`src/rtl/spi_cfg_pkg.sv`:
```
package spi_cfg_pkg;
  typedef enum logic [2:0] {
    ST_IDLE,
    ST_CS_SETUP,
    ST_RST_LOW,
    ST_SETTLE,
    ST_DATA,
    ST_TRAIL,
    ST_POLL,
    ST_USER
  } cfg_state_e;
endpackage

```
`src/rtl/cfg_sync.sv`:
```
// Multi-stage synchroniser for an asynchronous level input.
module cfg_sync #(
  parameter int STAGES = 2
) (
  input  logic clk,
  input  logic rst_n,
  input  logic d,
  output logic q
);
  logic [STAGES-1:0] r_q;

  always_ff @(posedge clk or negedge rst_n) begin
    if (!rst_n) r_q <= '0;
    else        r_q <= {r_q[STAGES-2:0], d};
  end

  assign q = r_q[STAGES-1];
endmodule

```
`src/rtl/cfg_cycle_ctr.sv`:
```
// Free-running cycle counter with synchronous clear and enable.
module cfg_cycle_ctr #(
  parameter int W = 16
) (
  input  logic         clk,
  input  logic         rst_n,
  input  logic         clr,
  input  logic         en,
  output logic [W-1:0] cnt
);
  always_ff @(posedge clk or negedge rst_n) begin
    if (!rst_n)   cnt <= '0;
    else if (clr) cnt <= '0;
    else if (en)  cnt <= cnt + 1'b1;
  end
endmodule

```
`src/rtl/cfg_bit_shifter.sv`:
```
// Byte serialiser, SPI mode 3, MSB first. Clock idles high; data moves
// only together with a falling clock; each phase lasts HALF_DIV cycles.
module cfg_bit_shifter #(
  parameter int HALF_DIV = 2
) (
  input  logic       clk,
  input  logic       rst_n,
  input  logic       ld,
  input  logic [7:0] din,
  output logic       rdy,
  output logic       sclk,
  output logic       mosi
);
  localparam int DIV_W = (HALF_DIV > 1) ? $clog2(HALF_DIV) : 1;

  logic [7:0]       sh_q, sh_d;
  logic [2:0]       bit_q, bit_d;
  logic             ph_q, ph_d;
  logic             act_q, act_d;
  logic [DIV_W-1:0] div_q, div_d;
  logic             half_end;

  assign half_end = (div_q == DIV_W'(HALF_DIV - 1));

  always_comb begin
    sh_d  = sh_q;
    bit_d = bit_q;
    ph_d  = ph_q;
    act_d = act_q;
    div_d = div_q;
    if (!act_q) begin
      if (ld) begin
        sh_d  = din;
        bit_d = 3'd0;
        ph_d  = 1'b0;
        div_d = '0;
        act_d = 1'b1;
      end
    end else if (half_end) begin
      div_d = '0;
      if (!ph_q) begin
        ph_d = 1'b1;
      end else if (bit_q == 3'd7) begin
        act_d = 1'b0;              // keep last bit on the wire while idle
      end else begin
        bit_d = bit_q + 3'd1;
        sh_d  = {sh_q[6:0], 1'b0};
        ph_d  = 1'b0;
      end
    end else begin
      div_d = div_q + 1'b1;
    end
  end

  always_ff @(posedge clk or negedge rst_n) begin
    if (!rst_n) begin
      sh_q  <= 8'h00;
      bit_q <= 3'd0;
      ph_q  <= 1'b1;
      act_q <= 1'b0;
      div_q <= '0;
    end else begin
      sh_q  <= sh_d;
      bit_q <= bit_d;
      ph_q  <= ph_d;
      act_q <= act_d;
      div_q <= div_d;
    end
  end

  assign rdy  = !act_q;
  assign sclk = !act_q | ph_q;
  assign mosi = sh_q[7];
endmodule

```
`src/rtl/spi_cfg_loader.sv`:
```
// Passive serial configuration sequencer (top).
module spi_cfg_loader
  import spi_cfg_pkg::*;
#(
  parameter int HALF_DIV    = 2,
  parameter int RST_LOW_CYC = 64,
  parameter int SETTLE_CYC  = 6400,
  parameter int USER_CYC    = 5000,
  parameter int IDLE_BYTES  = 13,
  parameter int CNT_W       = 24
) (
  input  logic             clk,
  input  logic             rst_n,
  input  logic             start,
  input  logic             partial_req,
  input  logic             done_en,
  input  logic [CNT_W-1:0] timeout_lim,
  input  logic [7:0]       s_data,
  input  logic             s_valid,
  input  logic             s_last,
  output logic             s_ready,
  output logic             cs_n,
  output logic             creset_n,
  output logic             sclk,
  output logic             mosi,
  input  logic             cdone_i,
  output logic             busy,
  output logic             done,
  output logic             err_timeout,
  output logic             err_refused,
  output logic             tgt_operating
);
  localparam int TB_W = $clog2(IDLE_BYTES + 1);

  cfg_state_e       state_q, state_d;
  logic             last_q, last_d;
  logic [TB_W-1:0]  tb_q, tb_d;
  logic             done_q, done_d;
  logic             eto_q, eto_d;
  logic             erf_q, erf_d;
  logic             cs_n_q, crst_n_q;
  logic             cdone_s;
  logic [CNT_W-1:0] cnt;
  logic             sh_ld, sh_rdy;
  logic [7:0]       sh_din;

  cfg_sync #(.STAGES(2)) i_sync (
    .clk(clk), .rst_n(rst_n), .d(cdone_i), .q(cdone_s)
  );

  cfg_cycle_ctr #(.W(CNT_W)) i_ctr (
    .clk(clk), .rst_n(rst_n), .clr(state_d != state_q), .en(1'b1), .cnt(cnt)
  );

  cfg_bit_shifter #(.HALF_DIV(HALF_DIV)) i_shift (
    .clk(clk), .rst_n(rst_n), .ld(sh_ld), .din(sh_din),
    .rdy(sh_rdy), .sclk(sclk), .mosi(mosi)
  );

  assign s_ready = (state_q == ST_DATA) && sh_rdy && !last_q;

  always_comb begin
    state_d = state_q;
    last_d  = last_q;
    tb_d    = tb_q;
    done_d  = done_q;
    eto_d   = eto_q;
    erf_d   = erf_q;
    sh_ld   = 1'b0;
    sh_din  = s_data;
    unique case (state_q)
      ST_IDLE: begin
        if (start) begin
          done_d = 1'b0;
          eto_d  = 1'b0;
          erf_d  = partial_req;
          if (!partial_req) begin
            state_d = ST_CS_SETUP;
            last_d  = 1'b0;
            tb_d    = '0;
          end
        end
      end
      ST_CS_SETUP: state_d = ST_RST_LOW;
      ST_RST_LOW:
        if (cnt == CNT_W'(RST_LOW_CYC - 1)) state_d = ST_SETTLE;
      ST_SETTLE:
        if (cnt == CNT_W'(SETTLE_CYC - 1)) state_d = ST_DATA;
      ST_DATA: begin
        if (s_valid && s_ready) begin
          sh_ld = 1'b1;
          if (s_last) last_d = 1'b1;
        end else if (last_q && sh_rdy) begin
          state_d = ST_TRAIL;
        end
      end
      ST_TRAIL: begin
        sh_din = 8'h00;
        if (sh_rdy) begin
          if (tb_q == TB_W'(IDLE_BYTES)) begin
            state_d = done_en ? ST_POLL : ST_USER;
          end else begin
            sh_ld = 1'b1;
            tb_d  = tb_q + 1'b1;
          end
        end
      end
      ST_POLL: begin
        if (cdone_s) begin
          state_d = ST_USER;
        end else if (cnt == timeout_lim) begin
          eto_d   = 1'b1;
          state_d = ST_IDLE;
        end
      end
      ST_USER: begin
        if (cnt == CNT_W'(USER_CYC - 1)) begin
          done_d  = 1'b1;
          state_d = ST_IDLE;
        end
      end
      default: state_d = ST_IDLE;
    endcase
  end

  always_ff @(posedge clk or negedge rst_n) begin
    if (!rst_n) begin
      state_q  <= ST_IDLE;
      last_q   <= 1'b0;
      tb_q     <= '0;
      done_q   <= 1'b0;
      eto_q    <= 1'b0;
      erf_q    <= 1'b0;
      cs_n_q   <= 1'b1;
      crst_n_q <= 1'b1;
    end else begin
      state_q  <= state_d;
      last_q   <= last_d;
      tb_q     <= tb_d;
      done_q   <= done_d;
      eto_q    <= eto_d;
      erf_q    <= erf_d;
      cs_n_q   <= (state_d == ST_IDLE);
      crst_n_q <= (state_d != ST_RST_LOW);
    end
  end

  assign cs_n          = cs_n_q;
  assign creset_n      = crst_n_q;
  assign busy          = (state_q != ST_IDLE);
  assign done          = done_q;
  assign err_timeout   = eto_q;
  assign err_refused   = erf_q;
  assign tgt_operating = done_en && cdone_s;
endmodule

```
`config.mk`:
```
export PLATFORM = sky130hd
export DESIGN_NAME = spi_cfg_loader
export DESIGN_NICKNAME = d
export VERILOG_FILES = /design/src/rtl/spi_cfg_pkg.sv /design/src/rtl/cfg_sync.sv /design/src/rtl/cfg_cycle_ctr.sv /design/src/rtl/cfg_bit_shifter.sv /design/src/rtl/spi_cfg_loader.sv
export SDC_FILE = /design/constraint.sdc
export NUM_CORES = 1
export LEC_CHECK = 0
export ABC_CLOCK_PERIOD_IN_PS = 4350
export BUFFER_PORTS_ARGS = -buffer_cell sky130_fd_sc_hd__clkbuf_2
export CORE_MARGIN = 2
export CORE_UTILIZATION = 60
export CTS_CLUSTER_SIZE = 40
export DETAILED_ROUTE_END_ITERATION = 8
export PLACE_DENSITY = 0.87
export SYNTH_ARGS = -nofsm -noshare
export SYNTH_HDL_FRONTEND = slang
export SYNTH_SLANG_ARGS = --single-unit
```
`constraint.sdc`:
```
create_clock -name clk -period 4.35 [get_ports clk]
set_clock_uncertainty 0.05 [all_clocks]
set_input_delay 0.2175 -clock clk [delete_from_list [all_inputs] [get_ports clk]]
set_output_delay 0.2175 -clock clk [all_outputs]
set_load 0.1 [all_outputs]
```
== Word-level counts from Yosys, hierarchy flattened ==
Cells that the tools add are included.
Widths: inputs -> output; s select.

* Bits in registers: 53
* Bits of input ports: 40
* Output and inout bits: 10
* Word-level logic and storage cells: 126

* $add $sub $neg: 4
* Equality and inequality tests: 27
* Multiplexer cells: 57
* Bitwise operators: 1
* Reduce and logical (&&, ||, !) cells: 22

{| class="wikitable"
|+ Operators by type and width
! kind !! number
|-
| $eq 24x13->1 const B || 2
|-
| $mux 3 || 16
|-
| $mux 8 || 6
|-
| $add 24x1->24 const B || 1
|-
| $eq 24x24->1 || 1
|-
| $eq 24x6->1 const B || 1
|-
| $mux 1 || 24
|-
| $mux 24 || 1
|-
| $pmux 3 s8 || 1
|-
| $ne 2x2->1 const B || 10
|-
| $mux 4 || 4
|-
| $eq 3x3->1 const B || 5
|-
| $reduce_and 5->1 || 2
|-
| $reduce_bool 2->1 || 5
|-
| $pmux 1 s2 || 4
|-
| $pmux 4 s2 || 1
|-
| $reduce_and 4->1 || 2
|-
| $eq 3x2->1 const B || 2
|-
| $logic_not 3->1 || 2
|-
| $logic_and 1x1->1 || 5
|-
| $add 4x1->4 const B || 1
|-
| $eq 4x4->1 const B || 1
|-
| $ne 2x1->1 const B || 2
|-
| $reduce_and 2->1 || 2
|-
| other kinds (9) || 10
|}

== Depth between registers and ports, before layout ==
* Word-level depth: 8
* Depth in mapped cells: 9

== Cells and area by module ==
From an unflattened synthesis, not the netlist that was laid out.

* Cell total of the unflattened synthesis: 336
* Area, all modules: 3,226.8 µm²

{| class="wikitable"
|+ By module, submodules not included
! module !! instances !! cells an instance !! area each (µm²) !! sequential area each (µm²)
|-
| cfg_cycle_ctr || 1 || 129 || 1,238.7 || 600.6
|-
| spi_cfg_loader || 1 || 150 || 1,216.2 || 327.8
|-
| cfg_bit_shifter || 1 || 55 || 721.9 || 351.6
|-
| cfg_sync || 1 || 2 || 50.0 || 50.0
|}

== Worst setup path after synthesis ==
OpenSTA, ideal clock, no wires.

* Path type: flip-flop to flip-flop
* Start point: register i_ctr.cnt[14]
* End point: register i_ctr.cnt[10]
* Library setup time: 119 ps
* Arrival: 2,454 ps
* Slack: 1,727 ps
* Cell stages (with the launch flop): 8
* Path buffers: 1
* Period minus slack after synthesis: 2,623 ps
* Cells stage by stage: dfrtp_1 or4_1 or3_1 or4_1 a211oi_1 a311o_2 buf_6 nor2_1

* Longest elaborated chain between the ends: 6
* Elaborated cells on any way between the ends: 12
* Classes of those cells: eq/ne: 5; mux: 7

{| class="wikitable"
|+ Ends and longest elaborated chain
! element !! line !! source
|-
| start: declaration || cfg_cycle_ctr.sv:9 || <nowiki>output logic [W-1:0] cnt</nowiki>
|-
| start signal: assignment || cfg_cycle_ctr.sv:14 || <nowiki>else if (en) cnt <= cnt + 1'b1;</nowiki>
|-
| $eq 24x24->1 || spi_cfg_loader.sv:111 || <nowiki>end else if (cnt == timeout_lim) begin</nowiki>
|-
| $mux 3 || spi_cfg_loader.sv:111 ||
|-
| $mux 3 || spi_cfg_loader.sv:109 || <nowiki>if (cdone_s) begin</nowiki>
|-
| $pmux 3 s8 * || spi_cfg_loader.sv:71 || <nowiki>unique case (state_q)</nowiki>
|-
| $ne 3x3->1 * || spi_cfg_loader.sv:52 || <nowiki>.clk(clk), .rst_n(rst_n), .clr(state_d != state_q), .en(1'b1), .cnt(cnt)</nowiki>
|-
| $mux 24 * || cfg_cycle_ctr.sv:13 || <nowiki>else if (clr) cnt <= '0;</nowiki>
|}

Every way passes the cells marked *; elsewhere a longest branch is shown, timed or not.
A chain may end at the register's enable or synchronous reset.

== Worst setup path in the final report ==
* Start point: register i_ctr.cnt[14]
* End point: register i_ctr.cnt[3]

Same word-level chain as after synthesis.

==> metrics list <==
- Initial standard-cell utilization of the core: 0.623
- The finished layout holds 428 standard cells, fillers aside.
- The library cells used most frequently in the layout, excluding fill and tap cells, are sky130_fd_sc_hd__dfrtp_1, sky130_fd_sc_hd__clkbuf_2, sky130_fd_sc_hd__xor2_1, sky130_fd_sc_hd__nand2_1, sky130_fd_sc_hd__nor2_1.
* GRT Resource Usage Total: 0.246
* Unrepaired setup endpoints after global routing: false
* Clock transition time at the flip-flop clock pins of the worst setup and hold paths: 90 ps
- Synthesis handed over a netlist of 316 instances.
- Based on the critical path, the design can be clocked at up to 340 MHz.
- Core outline area: 4720 um^2
- The share of total power dissipated in combinational logic is 0.418.
* I/O pins: 50
- Portion of the post-synthesis area used by sequential elements: 0.452
- The H-tree was split into 2 levels.
- Using the TritonRoute via totals, the vias-per-cell ratio works out to 5.59.
* Launch instance of the worst min-delay path: s_data[0]
- The number of placed instances, taps included, is 418.
- The detail route stage leaves a number of antenna-violating nets equal to 0.
- Setup slack closes at 1400 ps.
- Hold Fails Final Rpt: 0
* Maximum ir drop on the vdd rail: 0.332 mV
* Number of buffers created by CTS: 5
- P_sw: 0.000840 W
- Clock group share of total power: 0.160
- Die width: 74.0 um
- For this design, the sink count on the clock tree is 53.
- In this run the worst hold path is classified as primary input to flip-flop.
- The first TritonRoute pass finished after 4 iterations.
- Largest net degree at the start of global routing: 54
* Capture point of the worst reg-to-reg path: i_ctr.cnt[3]
* Resize count post-CTS: 0
- Port buffering added 49 buffers.
- No sink is reached through more buffers than the 2 on the longest clock path.
* Period utilization: 0.677
- Count of flip-flops with a built-in enable after synthesis: 0
- For the worst setup path, the data arrival time is 3080 ps.
* Worst Setup Slack post-DPL: 1440 ps
* Hold Path Depth: 3
* Syn-to-layout area delta: 12.9%
* Critical path required time: 4480 ps
- The library cell used most frequently in the layout, excluding fill and tap cells, is sky130_fd_sc_hd__dfrtp_1.
* Clock period minus worst slack: 2950 ps
- Hold bufs inserted after CTS: 2
- Via count of the first global-routing pass: 2276
- The path with the worst hold slack has its endpoint at i_shift.sh_q[0].
- Netlist area before placement: 2940 um^2
- Worst R2R Path Depth: 6
* Kind of end point of the critical path: flip-flop
* Final slew viol count: 0
- In this run the worst path has a maximum fanout of 24.
- After synthesis the netlist holds a flip-flop and latch count of 53.
- At the end of routability-driven placement, the weighted congestion stood at 0.886.
- In this run the critical register-to-register path is launched from i_ctr.cnt[14].
- For this run, asynchronously set or reset flops after synthesis account for 1.00.
- Clock latency reported for the late side of the worst-skew pair: 310 ps
* Top flip-flop cell by instance count after synthesis: sky130_fd_sc_hd__dfrtp_1
- The number of setup buffers added after CTS is 0.
- Of the total power, the share spent switching nets is 0.463.
* Run status: complete, no violations
* Via count: 2392
* Buffer type at the clock tree root: sky130_fd_sc_hd__clkbuf_8
* Number of nets in the synthesized netlist: 361
- After legalization and detailed placement, the total HPWL measured 4440 um.
* Critical path class: flip-flop to flip-flop
- Initial antenna violation count: 0
- Headroom to the max-slew limit came out at 0.569.
- Worst reg2reg setup slack: 1400 ps
- The finished cells cover 3320 um^2.
* Count of different cell masters after synthesis: 45
* Number of nets at the end of the flow: 405
- The tool flagged a number of max-cap violations equal to 0.
- Least-Margin Pin Slew: 647 ps
- STA classifies the critical path startpoint as a flip-flop.
- The first global-routing pass estimated 10400 um of wire.
- Row generation in the floorplan step produced 25 rows.
- Mean Syn Cell Area: 9.31 um^2
- In the final routed layout, each cell accounts on average for 14.3 um.
- ANT cells: 0
- For this design the static power due to leakage is 1.58 nW.
- Total placed instance area: 3210 um^2
* CTS tree: yes
- Layout cells sized above 1: 0.186
- Summed over all layers, the global routing overflow is 0.
- Proportion of power drawn by flip-flops and latches: 0.421
* Routed wire length: 6120 um
* Total die area: 5480 um^2
- Power spread over the standard cell area amounts to 547 nW/um^2.
* Number of design-rule violations left by the first detailed-router iteration: 204
- During synthesis, Yosys emitted a total of 0 warnings.
* Final setup viols: 0
* Sum of negative setup slack: 0 ps
* Internal cell power: 0.000975 W
- Total DRC errors in the routed layout: 0
- The floorplan step set the die height to 74.0 um.
[power groups by stage]
stage | Clock, W | Sequential, W | Combinational (W)
CTS | 0.000295 | 0.000763 | 0.000761
finish | 0.000291 | 0.000765 | 0.000759
detailed placement | 0 | 0.000774 | 0.000757
floorplan | 0 | 0.000824 | 0.000574
global route | 0.000321 | 0.000791 | 0.000847
global placement | 0 | 0.000767 | 0.000742
[flip-flops by register name, indices dropped and copies added, names as in the netlist]
signal and count:
i_ctr.cnt 24, i_shift.sh_q 8, tb_q 4, i_shift.bit_q 3, state_q 3, i_sync.r_q 2, creset_n 1, cs_n 1
done 1, err_refused 1, err_timeout 1, i_shift.act_q 1, i_shift.div_q 1, i_shift.ph_q 1, last_q 1
[synth_stat cells (all sizes together) (2+ instances only)]
master,instances,share of area
xnor2,10,0.030
a41oi,2,0.0060
o31ai,3,0.0077
a21o,3,0.0077
nand4,5,0.011
or4,4,0.010
buf,3,0.0089
nor2,31,0.040
a22oi,7,0.018
nor2b,3,0.0064
and3,5,0.011
and2,2,0.0043
mux2i,3,0.010
a21oi,9,0.015
or4b,2,0.0068
o21ai,21,0.036
dfrtp,50,0.43
nand2,33,0.042
clkbuf,12,0.015
nand3,12,0.020
xor2,36,0.11
dfstp,3,0.027
or3,2,0.0043
nor3,10,0.017
nor4,8,0.017
inv,9,0.011
nand2b,4,0.0085
a31oi,2,0.0043
and4,3,0.0089
ha,5,0.021
[per-stage QoR]
stage               hold slack [ps]  utilization  power [W]
floorplan                      -128            -    0.00140
global placement                287        0.679    0.00151
detailed placement              286        0.679    0.00153
CTS                            72.9        0.703    0.00182
global route                    102        0.703    0.00196
finish                         76.0        0.703    0.00182
[routing by layer]
| metal | vias to the layer above | share of wire | GRT usage |
|---|---|---|---|
| li1 | 1187 | - | - |
| met1 | 1135 | 0.46 | 0.340 |
| met2 | 64 | 0.48 | 0.401 |
| met3 | 6 | 0.049 | 0.0447 |
| met4 | 0 | 0.011 | 0.0687 |
| met5 | - | 0 | 0 |
[worst max path at each step]
stage               cells past startpoint     startpoint  slack (ps)             to
global placement                        6  i_ctr.cnt[10]        1510  i_ctr.cnt[22]
CTS                                     6  i_ctr.cnt[10]        1420   i_ctr.cnt[3]
global route                            6  i_ctr.cnt[10]        1250   i_ctr.cnt[5]
floorplan                               7  i_ctr.cnt[14]        1730  i_ctr.cnt[10]
detailed placement                      6  i_ctr.cnt[10]        1440   i_ctr.cnt[6]
finish                                  6  i_ctr.cnt[14]        1400   i_ctr.cnt[3]
[logic make-up after synthesis]
family | share of synthesized area
XOR/XNOR | 0.137
flip-flops | 0.452
buffers and inverters | 0.0357
AND/OR/NAND/NOR | 0.225
adder cells (fa/ha/maj) | 0.0213
multiplexers | 0.0140
AO/OA/AOI/OAI | 0.115
[layout make-up]
| class | instances | area (um^2) |
|---|---|---|
| Clock buffer | 7 | 86.3 |
| Clock inverter | 1 | 7.51 |
| Fill cell | 367 | 1400 |
| Inverter | 9 | 33.8 |
| Multi-Input combinational cell | 239 | 1510 |
| Sequential cell | 53 | 1330 |
| Tap cell | 67 | 83.8 |
| Timing Repair Buffer | 52 | 273 |
[worst max-delay path: stages (launching register included)]
cell and delay [ps]:
sky130_fd_sc_hd__dfrtp_1 440, sky130_fd_sc_hd__or4_1 550, sky130_fd_sc_hd__or3_1 400, sky130_fd_sc_hd__or4_1 570
sky130_fd_sc_hd__a211oi_1 260, sky130_fd_sc_hd__a311o_2 450, sky130_fd_sc_hd__nor2_1 100
Power figures use the tool's default switching activity.
